**src/rtl/ext_port_pkg.sv**
```systemverilog
package ext_port_pkg;
  typedef enum logic [2:0] {
    OP_NONE,
    OP_WORD_WR,
    OP_IDX_WR,
    OP_DATA_WR,
    OP_DATA_RD
  } port_op_e;
endpackage

```
**src/rtl/ext_port_decode.sv**
```systemverilog
module ext_port_decode
  import ext_port_pkg::*;
#(
  parameter int unsigned ADDR_W = 16,
  parameter logic [ADDR_W-1:0] BASE_ADDR = 16'h01CE
) (
  input  logic              valid_i,
  input  logic              write_i,
  input  logic              word_i,
  input  logic [ADDR_W-1:0] addr_i,
  output port_op_e          op_o
);
  localparam logic [ADDR_W-1:0] DATA_ADDR = BASE_ADDR + 1'b1;

  always_comb begin
    op_o = OP_NONE;
    if (valid_i) begin
      if (addr_i == BASE_ADDR && write_i) begin
        op_o = word_i ? OP_WORD_WR : OP_IDX_WR;
      end else if (addr_i == DATA_ADDR && !word_i) begin
        op_o = write_i ? OP_DATA_WR : OP_DATA_RD;
      end
    end
  end
endmodule

```
**src/rtl/ext_port_index.sv**
```systemverilog
module ext_port_index
  import ext_port_pkg::*;
(
  input  logic       clk_i,
  input  logic       rst_ni,
  input  port_op_e   op_i,
  input  logic [7:0] idx_i,
  input  logic       err_clr_i,
  output logic [7:0] idx_o,
  output logic       idx_vld_o,
  output logic       err_o
);
  logic err_ev;

  // paired-byte write, or a read with nothing latched
  assign err_ev = (op_i == OP_DATA_WR) || (op_i == OP_DATA_RD && !idx_vld_o);

  always_ff @(posedge clk_i or negedge rst_ni) begin
    if (!rst_ni) begin
      idx_o     <= 8'h00;
      idx_vld_o <= 1'b0;
    end else begin
      unique case (op_i)
        OP_IDX_WR: begin
          idx_o     <= idx_i;
          idx_vld_o <= 1'b1;
        end
        OP_WORD_WR, OP_DATA_WR, OP_DATA_RD: idx_vld_o <= 1'b0;
        default: ;
      endcase
    end
  end

  always_ff @(posedge clk_i or negedge rst_ni) begin
    if (!rst_ni)        err_o <= 1'b0;
    else if (err_ev)    err_o <= 1'b1;
    else if (err_clr_i) err_o <= 1'b0;
  end
endmodule

```
**src/rtl/ext_port_regfile.sv**
```systemverilog
module ext_port_regfile #(
  parameter int unsigned NUM_REGS  = 32,
  parameter logic [7:0]  FIRST_IDX = 8'hA0
) (
  input  logic                  clk_i,
  input  logic                  rst_ni,
  input  logic                  wr_en_i,
  input  logic [7:0]            wr_idx_i,
  input  logic [7:0]            wr_data_i,
  input  logic [7:0]            rd_idx_i,
  output logic                  rd_hit_o,
  output logic [7:0]            rd_data_o,
  output logic [NUM_REGS*8-1:0] regs_o
);
  localparam int unsigned SEL_W    = (NUM_REGS > 1) ? $clog2(NUM_REGS) : 1;
  localparam logic [8:0]  LO_IDX   = {1'b0, FIRST_IDX};
  localparam logic [8:0]  HI_IDX   = LO_IDX + 9'(NUM_REGS) - 9'd1;

  logic [7:0] regs_q [NUM_REGS];
  logic       wr_hit;
  logic [7:0] wr_off, rd_off;

  assign wr_hit = ({1'b0, wr_idx_i} >= LO_IDX) && ({1'b0, wr_idx_i} <= HI_IDX);
  assign rd_hit_o = ({1'b0, rd_idx_i} >= LO_IDX) && ({1'b0, rd_idx_i} <= HI_IDX);
  assign wr_off = wr_idx_i - FIRST_IDX;
  assign rd_off = rd_idx_i - FIRST_IDX;

  for (genvar k = 0; k < NUM_REGS; k++) begin : g_reg
    always_ff @(posedge clk_i or negedge rst_ni) begin
      if (!rst_ni)
        regs_q[k] <= 8'h00;
      else if (wr_en_i && wr_hit && wr_off[SEL_W-1:0] == SEL_W'(k))
        regs_q[k] <= wr_data_i;
    end
    assign regs_o[k*8 +: 8] = regs_q[k];
  end

  assign rd_data_o = rd_hit_o ? regs_q[rd_off[SEL_W-1:0]] : 8'hFF;
endmodule

```
**src/rtl/ext_idx_port.sv**
```systemverilog
module ext_idx_port
  import ext_port_pkg::*;
#(
  parameter int unsigned ADDR_W    = 16,
  parameter logic [ADDR_W-1:0] BASE_ADDR = 16'h01CE,
  parameter int unsigned NUM_REGS  = 32,
  parameter logic [7:0]  FIRST_IDX = 8'hA0
) (
  input  logic                  clk_i,
  input  logic                  rst_ni,
  input  logic                  req_valid_i,
  input  logic                  req_write_i,
  input  logic                  req_word_i,
  input  logic [ADDR_W-1:0]     req_addr_i,
  input  logic [15:0]           req_wdata_i,
  input  logic                  err_clr_i,
  output logic                  rvalid_o,
  output logic [7:0]            rdata_o,
  output logic                  err_o,
  output logic [NUM_REGS*8-1:0] regs_o
);
  port_op_e   op;
  logic [7:0] idx_q;
  logic       idx_vld;
  logic       rd_hit;
  logic [7:0] rd_data;

  ext_port_decode #(.ADDR_W(ADDR_W), .BASE_ADDR(BASE_ADDR)) u_decode (
    .valid_i (req_valid_i),
    .write_i (req_write_i),
    .word_i  (req_word_i),
    .addr_i  (req_addr_i),
    .op_o    (op)
  );

  ext_port_index u_index (
    .clk_i     (clk_i),
    .rst_ni    (rst_ni),
    .op_i      (op),
    .idx_i     (req_wdata_i[7:0]),
    .err_clr_i (err_clr_i),
    .idx_o     (idx_q),
    .idx_vld_o (idx_vld),
    .err_o     (err_o)
  );

  ext_port_regfile #(.NUM_REGS(NUM_REGS), .FIRST_IDX(FIRST_IDX)) u_regfile (
    .clk_i     (clk_i),
    .rst_ni    (rst_ni),
    .wr_en_i   (op == OP_WORD_WR),
    .wr_idx_i  (req_wdata_i[7:0]),
    .wr_data_i (req_wdata_i[15:8]),
    .rd_idx_i  (idx_q),
    .rd_hit_o  (rd_hit),
    .rd_data_o (rd_data),
    .regs_o    (regs_o)
  );

  always_ff @(posedge clk_i or negedge rst_ni) begin
    if (!rst_ni) begin
      rvalid_o <= 1'b0;
      rdata_o  <= 8'h00;
    end else begin
      rvalid_o <= (op == OP_DATA_RD);
      if (op == OP_DATA_RD)
        rdata_o <= (idx_vld && rd_hit) ? rd_data : 8'hFF;
    end
  end
endmodule

```
**config.mk**
```make
export PLATFORM = sky130hd
export DESIGN_NAME = ext_idx_port
export DESIGN_NICKNAME = d
export VERILOG_FILES = /design/src/rtl/ext_port_pkg.sv /design/src/rtl/ext_port_decode.sv /design/src/rtl/ext_port_index.sv /design/src/rtl/ext_port_regfile.sv /design/src/rtl/ext_idx_port.sv
export SDC_FILE = /design/constraint.sdc
export NUM_CORES = 1
export LEC_CHECK = 0
export BUFFER_PORTS_ARGS = -buffer_cell sky130_fd_sc_hd__buf_2
export CAP_MARGIN = 20
export CORE_ASPECT_RATIO = 1.25
export CORE_MARGIN = 2
export CORE_UTILIZATION = 54
export CTS_CLUSTER_DIAMETER = 150
export DETAILED_ROUTE_END_ITERATION = 8
export PLACE_DENSITY = 0.87
export RECOVER_POWER = 100
export SLEW_MARGIN = 30
export SYNTH_ARGS = -nofsm -noshare
export SYNTH_HDL_FRONTEND = slang
export SYNTH_SLANG_ARGS = --single-unit
```
**constraint.sdc**
```tcl
create_clock -name clk_i -period 2.74 [get_ports clk_i]
set_clock_uncertainty 0.1 [all_clocks]
set_input_delay 0.137 -clock clk_i [delete_from_list [all_inputs] [get_ports clk_i]]
set_output_delay 0.137 -clock clk_i [all_outputs]
set_load 0.02 [all_outputs]
```
==> results of run 1 <==
-- metrics by stage --
step | utilization [%] | setup slack (ns)
final | 65.5 | 0.145
after global routing | 65.5 | 0.0726
after global placement | 63.3 | 0.273
after floorplan | - | 0.409
after detailed placement | 63.3 | 0.230
after CTS | 67.8 | 0.216
-- layout make-up --
type	count	area, µm²
Fill cell	1822	8150
Sequential cell	275	6890
Multi-Input combinational cell	451	5620
Tap cell	292	365
Inverter	3	11.3
Clock inverter	10	111
Clock buffer	37	803
Timing Repair Buffer	364	1700
-- layer usage --
metal	global-route usage, %	wire length (µm)	vias to the layer above
li1	-	-	3726
met1	38.2	14200	4705
met2	49.5	19000	456
met3	4.73	2700	92
met4	15.3	2080	0
met5	0	0	-
-- placed cells by master, fill, tap and decap left out, types with 3 or more instances in the layout --
cell type	netlist	routed
sky130_fd_sc_hd__a211oi_1	8	8
sky130_fd_sc_hd__a221oi_1	9	9
sky130_fd_sc_hd__a22o_1	8	8
sky130_fd_sc_hd__a31oi_1	8	8
sky130_fd_sc_hd__buf_12	0	7
sky130_fd_sc_hd__buf_2	13	34
sky130_fd_sc_hd__buf_4	0	15
sky130_fd_sc_hd__clkbuf_1	44	275
sky130_fd_sc_hd__clkbuf_16	0	27
sky130_fd_sc_hd__clkbuf_2	0	18
sky130_fd_sc_hd__clkbuf_8	0	9
sky130_fd_sc_hd__clkinv_2	0	5
sky130_fd_sc_hd__dfrtp_1	275	273
sky130_fd_sc_hd__dlygate4sd3_1	0	14
sky130_fd_sc_hd__mux2_2	264	263
sky130_fd_sc_hd__mux4_2	72	72
sky130_fd_sc_hd__nand2_1	4	4
sky130_fd_sc_hd__nand3_1	3	3
sky130_fd_sc_hd__nand3b_1	5	5
sky130_fd_sc_hd__nand4_1	3	3
sky130_fd_sc_hd__nor2_1	5	5
sky130_fd_sc_hd__nor2b_1	4	4
sky130_fd_sc_hd__nor3_1	2	3
sky130_fd_sc_hd__nor4_1	8	16
sky130_fd_sc_hd__nor4_4	24	16
sky130_fd_sc_hd__or4_1	6	6
-- registers in the layout, summed over array words and instances, names as in the netlist --
signal / cells
u_regfile.regs_o: 256
rdata_o: 8
u_index.idx_o: 8
u_index.err_o: 1
u_index.idx_vld_o: 1
rvalid_o: 1
-- kinds of logic after synthesis --
logic type             after synthesis
and+or+nand+nor                     79
AOI/OAI and AO/OA                   36
DFF                                275
muxes                              336
buffers and inverters               69
-- worst max-delay path, cell delays in order --
cell	delay, ns
sky130_fd_sc_hd__dlygate4sd3_1	0.56
sky130_fd_sc_hd__clkbuf_1	0.24
sky130_fd_sc_hd__nand2b_1	0.40
sky130_fd_sc_hd__clkbuf_4	0.50
sky130_fd_sc_hd__nor4_1	0.43
sky130_fd_sc_hd__buf_4	0.28
sky130_fd_sc_hd__mux2_2	0.36
-- final timing paths --
check / end / cells after the start / slack [ns] / start
max: u_regfile.regs_o[39]$_DFFE_PN0P_ / 7 / 0.14 / req_write_i
min: rvalid_o$_DFF_PN0_ / 3 / 0.12 / req_addr_i[0]
max reg2reg: rdata_o[2]$_DFFE_PN0N_ / 5 / 0.20 / u_index.idx_o[0]$_DFFE_PN0N_
min reg2reg: u_index.idx_o[7]$_DFFE_PN0N_ / 1 / 0.41 / u_index.idx_o[7]$_DFFE_PN0N_
max in group asynchronous: u_index.idx_o[0]$_DFFE_PN0N_ / 3 / 0.68 / rst_ni
min in group asynchronous: u_regfile.regs_o[101]$_DFFE_PN0P_ / 2 / 0.57 / rst_ni
-- power breakdown --
part           switching [mW]  internal (mW)
Combinational           0.208         0.0555
Sequential          0.0000545           4.06
Clock                    1.57           2.23
Total                    1.78           6.35
-- what timing repair did --
action,4_1_cts,5_1_grt
hold endpoints to repair,207,0
endpoints found under the setup margin,0,0
gates resized for setup,0,0
hold buffers,14,0
==> implementation parameters, run 1 <==
Parameter                              Value

Status
  Result of the run    finished, violations left
  Violations in the final reports    capacitance limit, slew limit

Synth
  Adder-cell share of the synthesized area    0%
  Largest family of logic cells by synthesized area    multiplexers
  Top_reg_cell synth    sky130_fd_sc_hd__dfrtp_1
  Commonest cells post-synth    sky130_fd_sc_hd__dfrtp_1, sky130_fd_sc_hd__mux2_2, sky130_fd_sc_hd__mux4_2
  Mux share of post-synthesis cell area    35.5%
  Area fraction in compound gates after synthesis    2.15%
  Count leader, synth    sky130_fd_sc_hd__dfrtp_1
  Cell type contributing the most total cell area after synthesis    sky130_fd_sc_hd__dfrtp_1
  Number of nets produced by synthesis    833
  Fraction of the yosys area taken by sequential cells    53.2%
  Count of flip-flops with a built-in enable after synthesis    0
  Share of Yosys cell area claimed by the top area cell type    53.2%
  Post-synthesis cell count    795
  Post-synthesis xor/xnor area fraction    0%
  Share of flip-flops with an asynchronous set or reset after synthesis    100%
  Largest cells by area after synthesis    sky130_fd_sc_hd__dfrtp_1, sky130_fd_sc_hd__mux2_2, sky130_fd_sc_hd__mux4_2, sky130_fd_sc_hd__nor4_4, sky130_fd_sc_hd__clkbuf_1
  Yosys Warn Count    0
  Count of distinct cell types in the synthesized netlist    38
  Total of flip-flops plus latches after synthesis    275
  Post-synthesis instance area    0.0129 mm²
  Per-instance average area after synthesis    16.3 µm²
  Simple-gate share of the synthesized area    6.76%

Global route
  Initial antenna violation count    0
  Number of global-route vias before repair    9,099
  Overflow after GRT    0
  Global-route usage over all layers    29.8%
  First-pass GRT wire length    55,500 µm
  Largest net degree at the start of global routing    80

Timing
  Final-report max-slew violation count    71
  Unrepaired setup endpoints after global routing    no
  Final-layout setup total negative slack    0 ns
  Final Hold Viols    0
  Shortest clock period the worst path allows after layout    2.60 ns
  Slew at the pin closest to its max-slew limit    1.94 ns
  Endpoints failing setup    0
  Max frequency    385 MHz
  Share of the clock period used by the worst path after layout    94.7%
  Max-slew headroom    -29.2%
  Worst hold slack after final layout    0.118 ns

Detailed routing
  Total wire length    38,000 µm
  Vias after detailed routing    8,979
  Violation count after the first detailed-routing iteration    734
  Via density per instance    6.27
  Routed wire per std cell    26.5 µm
  Number of detailed-route iterations in the first pass    5
  Number of nets with antenna violations after detailed routing    0
  Residual DRC count    0

Worst setup path
  Max FO, Critical Path    20
  Element type at the critical path start    input pin
  Capturing element type of the critical path    register
  Required time at the worst-slack endpoint    3.05 ns
  Path type of the worst setup path    in -> reg
  Arrival @ worst endpoint    2.90 ns

Final layout
  Design area    0.0155 mm²
  Final layout net count    1,160
  Antenna cell count    0
  Layout overhead on the synthesized area    19.8%
  Layout cells sized above 1    41.8%
  Final non-filler cell total    1,432

Clock tree
  Cell at the root of the clock tree    sky130_fd_sc_hd__clkbuf_16
  Clk_lat worst skew    0.53 ns
  Clock sink total    275
  Clock tree from TritonCTS    done
  Number of setup buffers added after CTS    0
  Htree depth    1
  Number of buffers added by the clock tree synthesis step    27
  Maximum clock insertion buffer count    3
  Post-CTS clock slew at the launch and capture registers of the worst setup and hold paths    0.06 ns

Worst hold path
  Hold WC Path Type    in -> reg

Floorplan
  DIE AREA    0.0252 mm²
  Number of core rows    63
  Number of primary I/O pins    304
  Die width    142 µm
  Initial Utilization    54.7%
  Height of the chip    177 µm
  Core Box Area    0.0236 mm²

Placed design
  Gpl congestion    0.925
  Area after DPL    0.0150 mm²
  Number of buffer cells added on primary ports    303
  Detailed-placement wirelength estimate    25,800 µm
  Number of cells after detailed placement    1,371

Power
  Power per standard cell area    525 mW/mm²
  Worst-case vdd ir drop    0.000468 V
  Leakage power    7.20 nW
  Total power consumption of the routed design    8.13 mW

Flow run
  # Max-Cap Violations    1
(Power assumes the default switching activity.)
==> run 2, diff against run 1 <==
--- a/config.mk
+++ b/config.mk
@@ -7,12 +7,14 @@
 export LEC_CHECK = 0
 export BUFFER_PORTS_ARGS = -buffer_cell sky130_fd_sc_hd__buf_2
 export CAP_MARGIN = 20
+export CELL_PAD_IN_SITES_DETAIL_PLACEMENT = 1
+export CELL_PAD_IN_SITES_GLOBAL_PLACEMENT = 1
 export CORE_ASPECT_RATIO = 1.25
 export CORE_MARGIN = 2
-export CORE_UTILIZATION = 54
+export CORE_UTILIZATION = 45
 export CTS_CLUSTER_DIAMETER = 150
 export DETAILED_ROUTE_END_ITERATION = 8
-export PLACE_DENSITY = 0.87
+export PLACE_DENSITY = 0.88
 export RECOVER_POWER = 100
 export SLEW_MARGIN = 30
 export SYNTH_ARGS = -nofsm -noshare
==> run 2 against run 1 <==
Effect of this change: the flow now finishes without violations; core utilization decreased by 10 points; flip-flop and latch count unchanged; worst hold slack got worse by 0.034 ns; maximum frequency decreased by 3.8%; total power increased by 2.3%; critical endpoint is now rdata_o[2]$_DFFE_PN0N_.
==> implementation parameters, run 2 (same netlist as run 1, synthesis figures left out) <==
Parameter                              Value

Status
  Result of the run    completed

Final layout
  Layout cells sized above 1    40.5%
  Most used cells in the layout excluding fill and tap cells    sky130_fd_sc_hd__clkbuf_1, sky130_fd_sc_hd__dfrtp_1, sky130_fd_sc_hd__mux2_2
  Combined flip-flop and latch cell area    0.00689 mm²
  Design area    0.0156 mm²
  Final layout net count    1,169
  Layout overhead on the synthesized area    20.5%
  Number of flip-flops under the largest register name    256
  Most common library cell in the layout ignoring fill and taps    sky130_fd_sc_hd__clkbuf_1
  Multi-input gate area in the final layout    0.00557 mm²
  Fill count    2,890

Power
  Power per standard cell area    534 mW/mm²
  Clk pwr share    48.1%
  Switching power total    1.87 mW
  Worst-case vdd ir drop    0.000403 V
  Comb power frac    3.1%
  Sequential cell fraction of total power    48.8%
  Total power consumption of the routed design    8.32 mW
  Switching share of power    22.5%
  Cell-internal power    6.45 mW
  Leakage power    7.18 nW

Timing
  Final-report max-slew violation count    0
  Endpoints failing setup    0
  Unrepaired setup endpoints after global routing    no
  Shortest clock period the worst path allows after layout    2.70 ns
  Final-layout setup total negative slack    0 ns
  Worst hold slack after final layout    0.0831 ns
  Share of the clock period used by the worst path after layout    98.5%
  Slew at the pin closest to its max-slew limit    1.31 ns
  Max frequency    371 MHz
  Max-slew headroom    12.8%
  Final Hold Viols    0

Detailed routing
  Number of detailed-route iterations in the first pass    5
  Routed wire per std cell    29.1 µm
  Vias after detailed routing    9,105
  Residual DRC count    0
  Total wire length    43,900 µm
  Via density per instance    6.04
  Number of nets with antenna violations after detailed routing    0
  Violation count after the first detailed-routing iteration    425

Clock tree
  Clk_lat worst skew    0.55 ns
  Number of buffers added by the clock tree synthesis step    29
  Clock sink total    275
  Cell at the root of the clock tree    sky130_fd_sc_hd__clkbuf_16
  Htree depth    1
  Post-CTS clock slew at the launch and capture registers of the worst setup and hold paths    0.07 ns
  Clock tree from TritonCTS    done
  Maximum clock insertion buffer count    3

Worst setup path
  Top Family by Delay on Critical Path    multiplexers
  Max stage delay cell, worst path    sky130_fd_sc_hd__mux4_2
  Required time at the worst-slack endpoint    3.05 ns
  List of cells traversed by the critical path    buf_12 -> mux4_2 -> mux4_2 -> nor4_1 -> a211oi_1
  Path type of the worst setup path    reg -> reg
  Total buffers and inverters traversed by the critical path    1
  R2R Setup Slk    0.04 ns
  Capturing element type of the critical path    register
  Max incr delay on CP    0.59 ns
  Max FO, Critical Path    21
  Element type at the critical path start    register
  Arrival @ worst endpoint    3.00 ns
  Most common cell type on the critical path    sky130_fd_sc_hd__mux4_2

Floorplan
  DIE AREA    0.0301 mm²
  Number of core rows    69
  Initial Utilization    45.7%
  Core Box Area    0.0283 mm²
  Die width    156 µm
  Height of the chip    194 µm
  Number of primary I/O pins    304

Flow run
  # Max-Cap Violations    0

Placed design
  Number of buffer cells added on primary ports    303
  Gpl congestion    0.844
  Detailed-placement wirelength estimate    30,900 µm
  Area after DPL    0.0151 mm²

Global route
  Initial antenna violation count    0
  Largest net degree at the start of global routing    86
  First-pass GRT wire length    65,800 µm
  Overflow after GRT    0
  Number of global-route vias before repair    9,895
  Global-route usage over all layers    29.3%

Worst hold path
  Hold WC Path Type    in -> async
## run 2: changes by cell type in the layout (fill, tap and decap cells not counted), moves of 2 or more
cell,delta
sky130_fd_sc_hd__clkinvlp_4,+2
sky130_fd_sc_hd__clkbuf_4,-2
sky130_fd_sc_hd__clkbuf_1,+10
sky130_fd_sc_hd__mux2_2,-11
sky130_fd_sc_hd__nor4_2,+3
sky130_fd_sc_hd__buf_4,-2
sky130_fd_sc_hd__nor4_4,-5
sky130_fd_sc_hd__clkbuf_2,+4
sky130_fd_sc_hd__clkbuf_16,+2
sky130_fd_sc_hd__clkinv_4,-2
sky130_fd_sc_hd__nor4_1,+2
sky130_fd_sc_hd__mux2_1,+11
## run 2: power by group through the flow
stage / combinational [mW] / clock [mW] / sequential [mW]
after floorplan: 0.0894 / 0 / 4.14
after global placement: 0.262 / 0 / 4.14
after detailed placement: 0.270 / 0 / 4.14
after CTS: 0.288 / 4.07 / 4.06
after global routing: 0.282 / 4.22 / 4.06
final: 0.257 / 4.00 / 4.06
## run 2: final cells by class
| type | instances | share of cell area (%) |
|---|---|---|
| Sequential cell | 275 | 44.2 |
| Multi-Input combinational cell | 451 | 35.7 |
| Timing Repair Buffer | 371 | 11.0 |
| Clock buffer | 41 | 5.46 |
| Tap cell | 355 | 2.85 |
| Clock inverter | 11 | 0.731 |
| Inverter | 3 | 0.0723 |
| Antenna cell | 1 | 0.0161 |
## run 2: path summary, 6_finish.rpt
path,end,from,cells past startpoint
min reg2reg,u_index.idx_o[7]$_DFFE_PN0N_,u_index.idx_o[7]$_DFFE_PN0N_,1
min,u_regfile.regs_o[13]$_DFFE_PN0P_,rst_ni,2
max reg2reg,rdata_o[2]$_DFFE_PN0N_,u_index.idx_o[0]$_DFFE_PN0N_,5
max,rdata_o[2]$_DFFE_PN0N_,u_index.idx_o[0]$_DFFE_PN0N_,5
min in group clk_i,rvalid_o$_DFF_PN0_,req_addr_i[13],5
max in group asynchronous,u_regfile.regs_o[250]$_DFFE_PN0P_,rst_ni,3
## run 2: repair_timing
item,CTS,global route
endpoints found under the hold margin,91,0
hold buffers,14,0
setup buffers,0,0
gates resized for setup,0,3
setup endpoints to repair,0,3
## run 2: metrics by stage
step                      setup slack (ns)  utilization, %  std cells
after floorplan                      0.409               -        795
final                               0.0413            55.0       1508
after global routing                0.0224            55.0       1507
after global placement              0.0967            53.5       1441
after CTS                           0.0178            57.4       1507
after detailed placement           0.00747            53.5       1441
## run 2: per-layer routing
layer	global-route usage (%)	wire length, µm
met2	52.2	23100
met4	11.1	1960
met5	0	0
met1	35.6	16300
met3	4.50	2480
==> run 3, diff against run 2 <==
--- a/config.mk
+++ b/config.mk
@@ -16,6 +16,7 @@
 export DETAILED_ROUTE_END_ITERATION = 8
 export PLACE_DENSITY = 0.88
 export RECOVER_POWER = 100
+export REMOVE_ABC_BUFFERS = 1
 export SLEW_MARGIN = 30
 export SYNTH_ARGS = -nofsm -noshare
 export SYNTH_HDL_FRONTEND = slang
==> run 3 against run 2 <==
Effect of this change: core utilization is 0.97 points lower; worst hold slack better by 0.066 ns; the flow now finishes with violations (capacitance limit, slew limit); highest routed layer unchanged; register-to-register slack worse by 0.02 ns.
==> implementation parameters, run 3 (same netlist as run 1, synthesis figures left out) <==
Parameter                              Value

Status
  Result of the run    finished, violations left
  Violations in the final reports    capacitance limit, slew limit

Detailed routing
  Number of nets with antenna violations after detailed routing    0
  Number of detailed-route iterations in the first pass    5
  Routed wire per std cell    31.0 µm
  Vias after detailed routing    9,269
  Residual DRC count    0
  Total wire length    46,300 µm
  Violation count after the first detailed-routing iteration    640
  Via density per instance    6.20

Floorplan
  Die width    156 µm
  Initial Utilization    45.7%
  Number of primary I/O pins    304
  Core Box Area    0.0283 mm²
  Height of the chip    194 µm
  DIE AREA    0.0301 mm²
  Number of core rows    69

Power
  Worst-case vdd ir drop    0.000499 V
  Power per standard cell area    520 mW/mm²
  Switching power total    1.83 mW
  Total power consumption of the routed design    7.96 mW
  Leakage power    6.99 nW
  Sequential cell fraction of total power    51.0%
  Switching share of power    22.9%
  Cell-internal power    6.13 mW
  Comb power frac    3.2%
  Clk pwr share    45.7%

Worst hold path
  Hold WC Path Type    in -> reg
  WHS Path Cells    3

Worst setup path
  Path type of the worst setup path    reg -> reg
  Worst r2r path cells    5
  Capturing element type of the critical path    register
  Arrival @ worst endpoint    3.02 ns
  Max FO, Critical Path    25
  Required time at the worst-slack endpoint    3.03 ns
  Element type at the critical path start    register
  R2R Setup Slk    0.02 ns

Clock tree
  Clock sink total    275
  Maximum clock insertion buffer count    3
  Htree depth    1
  Clock tree from TritonCTS    done
  Clk_lat worst skew    0.55 ns
  Number of setup buffers added after CTS    0
  Post-CTS clock slew at the launch and capture registers of the worst setup and hold paths    0.07 ns
  Cell at the root of the clock tree    sky130_fd_sc_hd__clkbuf_16
  Number of buffers added by the clock tree synthesis step    28

Timing
  Final-layout setup total negative slack    0 ns
  Max-slew headroom    -23.5%
  Endpoints failing setup    0
  Unrepaired setup endpoints after global routing    no
  Final Hold Viols    0
  Final-report max-slew violation count    70
  Max frequency    367 MHz
  Shortest clock period the worst path allows after layout    2.72 ns
  Share of the clock period used by the worst path after layout    99.4%
  Slew at the pin closest to its max-slew limit    1.85 ns

Final layout
  Fill count    2,931
  Layout cells sized above 1    38.2%
  Antenna cell count    0
  Most common library cell in the layout ignoring fill and taps    sky130_fd_sc_hd__clkbuf_1
  Layout overhead on the synthesized area    18.4%
  Most used cells in the layout excluding fill and tap cells    sky130_fd_sc_hd__clkbuf_1, sky130_fd_sc_hd__dfrtp_1, sky130_fd_sc_hd__mux2_2
  Final layout net count    1,161
  Number of flip-flops under the largest register name    256

Placed design
  Number of buffer cells added on primary ports    303
  Gpl congestion    0.882
  Detailed-placement wirelength estimate    31,200 µm

Flow run
  # Max-Cap Violations    1

Global route
  Overflow after GRT    0
  Largest net degree at the start of global routing    71
  Number of global-route vias before repair    10,337
  Global-route usage over all layers    30.6%
  Initial antenna violation count    0
  First-pass GRT wire length    69,700 µm
## run 3: cell types whose count changed in the layout (fill, tap and decap cells not counted), sizes merged
cell / delta
clkinvlp: -1
buf: -4
diode: -1
bufinv: -2
clkinv: -4
dlygate4sd3: +2
clkbuf: -3
## run 3: power groups by stage
stage	sequential (mW)	combinational [mW]	clock (mW)
after floorplan	4.14	0.0471	0
after global placement	4.14	0.250	0
after detailed placement	4.14	0.263	0
after CTS	4.06	0.281	3.66
after global routing	4.06	0.280	3.83
final	4.06	0.258	3.64
## run 3: what timing repair did
item,CTS,global route
endpoints found under the setup margin,1,2
gates resized for setup,1,2
hold buffers,16,0
endpoints found under the hold margin,214,0
## run 3: worst paths after layout
| path | start | to |
|---|---|---|
| max | u_index.idx_o[0]$_DFFE_PN0N_ | rdata_o[3]$_DFFE_PN0N_ |
| min in group asynchronous | rst_ni | u_regfile.regs_o[122]$_DFFE_PN0P_ |
| min | req_addr_i[0] | rvalid_o$_DFF_PN0_ |
| max reg2reg | u_index.idx_o[0]$_DFFE_PN0N_ | rdata_o[3]$_DFFE_PN0N_ |
| max in group asynchronous | rst_ni | u_regfile.regs_o[165]$_DFFE_PN0P_ |
| min reg2reg | u_regfile.regs_o[177]$_DFFE_PN0P_ | u_regfile.regs_o[177]$_DFFE_PN0P_ |
## run 3: through the flow
stage	util, %	setup slack, ns	cell area [µm²]	std cells	hold slack (ns)
floorplan	-	-1.74	12600	729	-0.259
global placement	53.2	0.0649	15100	1432	0.0315
detailed placement	53.2	0.0572	15100	1432	0.0352
CTS	56.8	0.00537	16100	1495	0.0586
global route	54.1	0.0139	15300	1495	0.200
finish	54.1	0.0169	15300	1495	0.149
## run 3: critical path, cell delays in order, from the launching register on
cell and delay, ns:
sky130_fd_sc_hd__dfrtp_4 0.64, sky130_fd_sc_hd__buf_12 0.28, sky130_fd_sc_hd__mux4_2 0.53, sky130_fd_sc_hd__a22o_1 0.28, sky130_fd_sc_hd__a221oi_1 0.52, sky130_fd_sc_hd__a211oi_1 0.19
## run 3: cell type report
cell class	count	area (µm²)	area share (%)
Clock buffer	43	808	5.28
Clock inverter	4	28.8	0.188
Inverter	3	11.3	0.0736
Multi-Input combinational cell	451	5470	35.7
Sequential cell	275	6890	45.0
Tap cell	355	444	2.90
Timing Repair Buffer	364	1660	10.9
## run 3: metal layers
metal / GRT usage (%) / vias up / share of wire [%]
li1: - / 3716 / -
met1: 37.8 / 4930 / 38
met2: 51.0 / 458 / 49
met3: 6.18 / 165 / 6.5
met4: 15.9 / 0 / 6.7
met5: 0 / - / 0
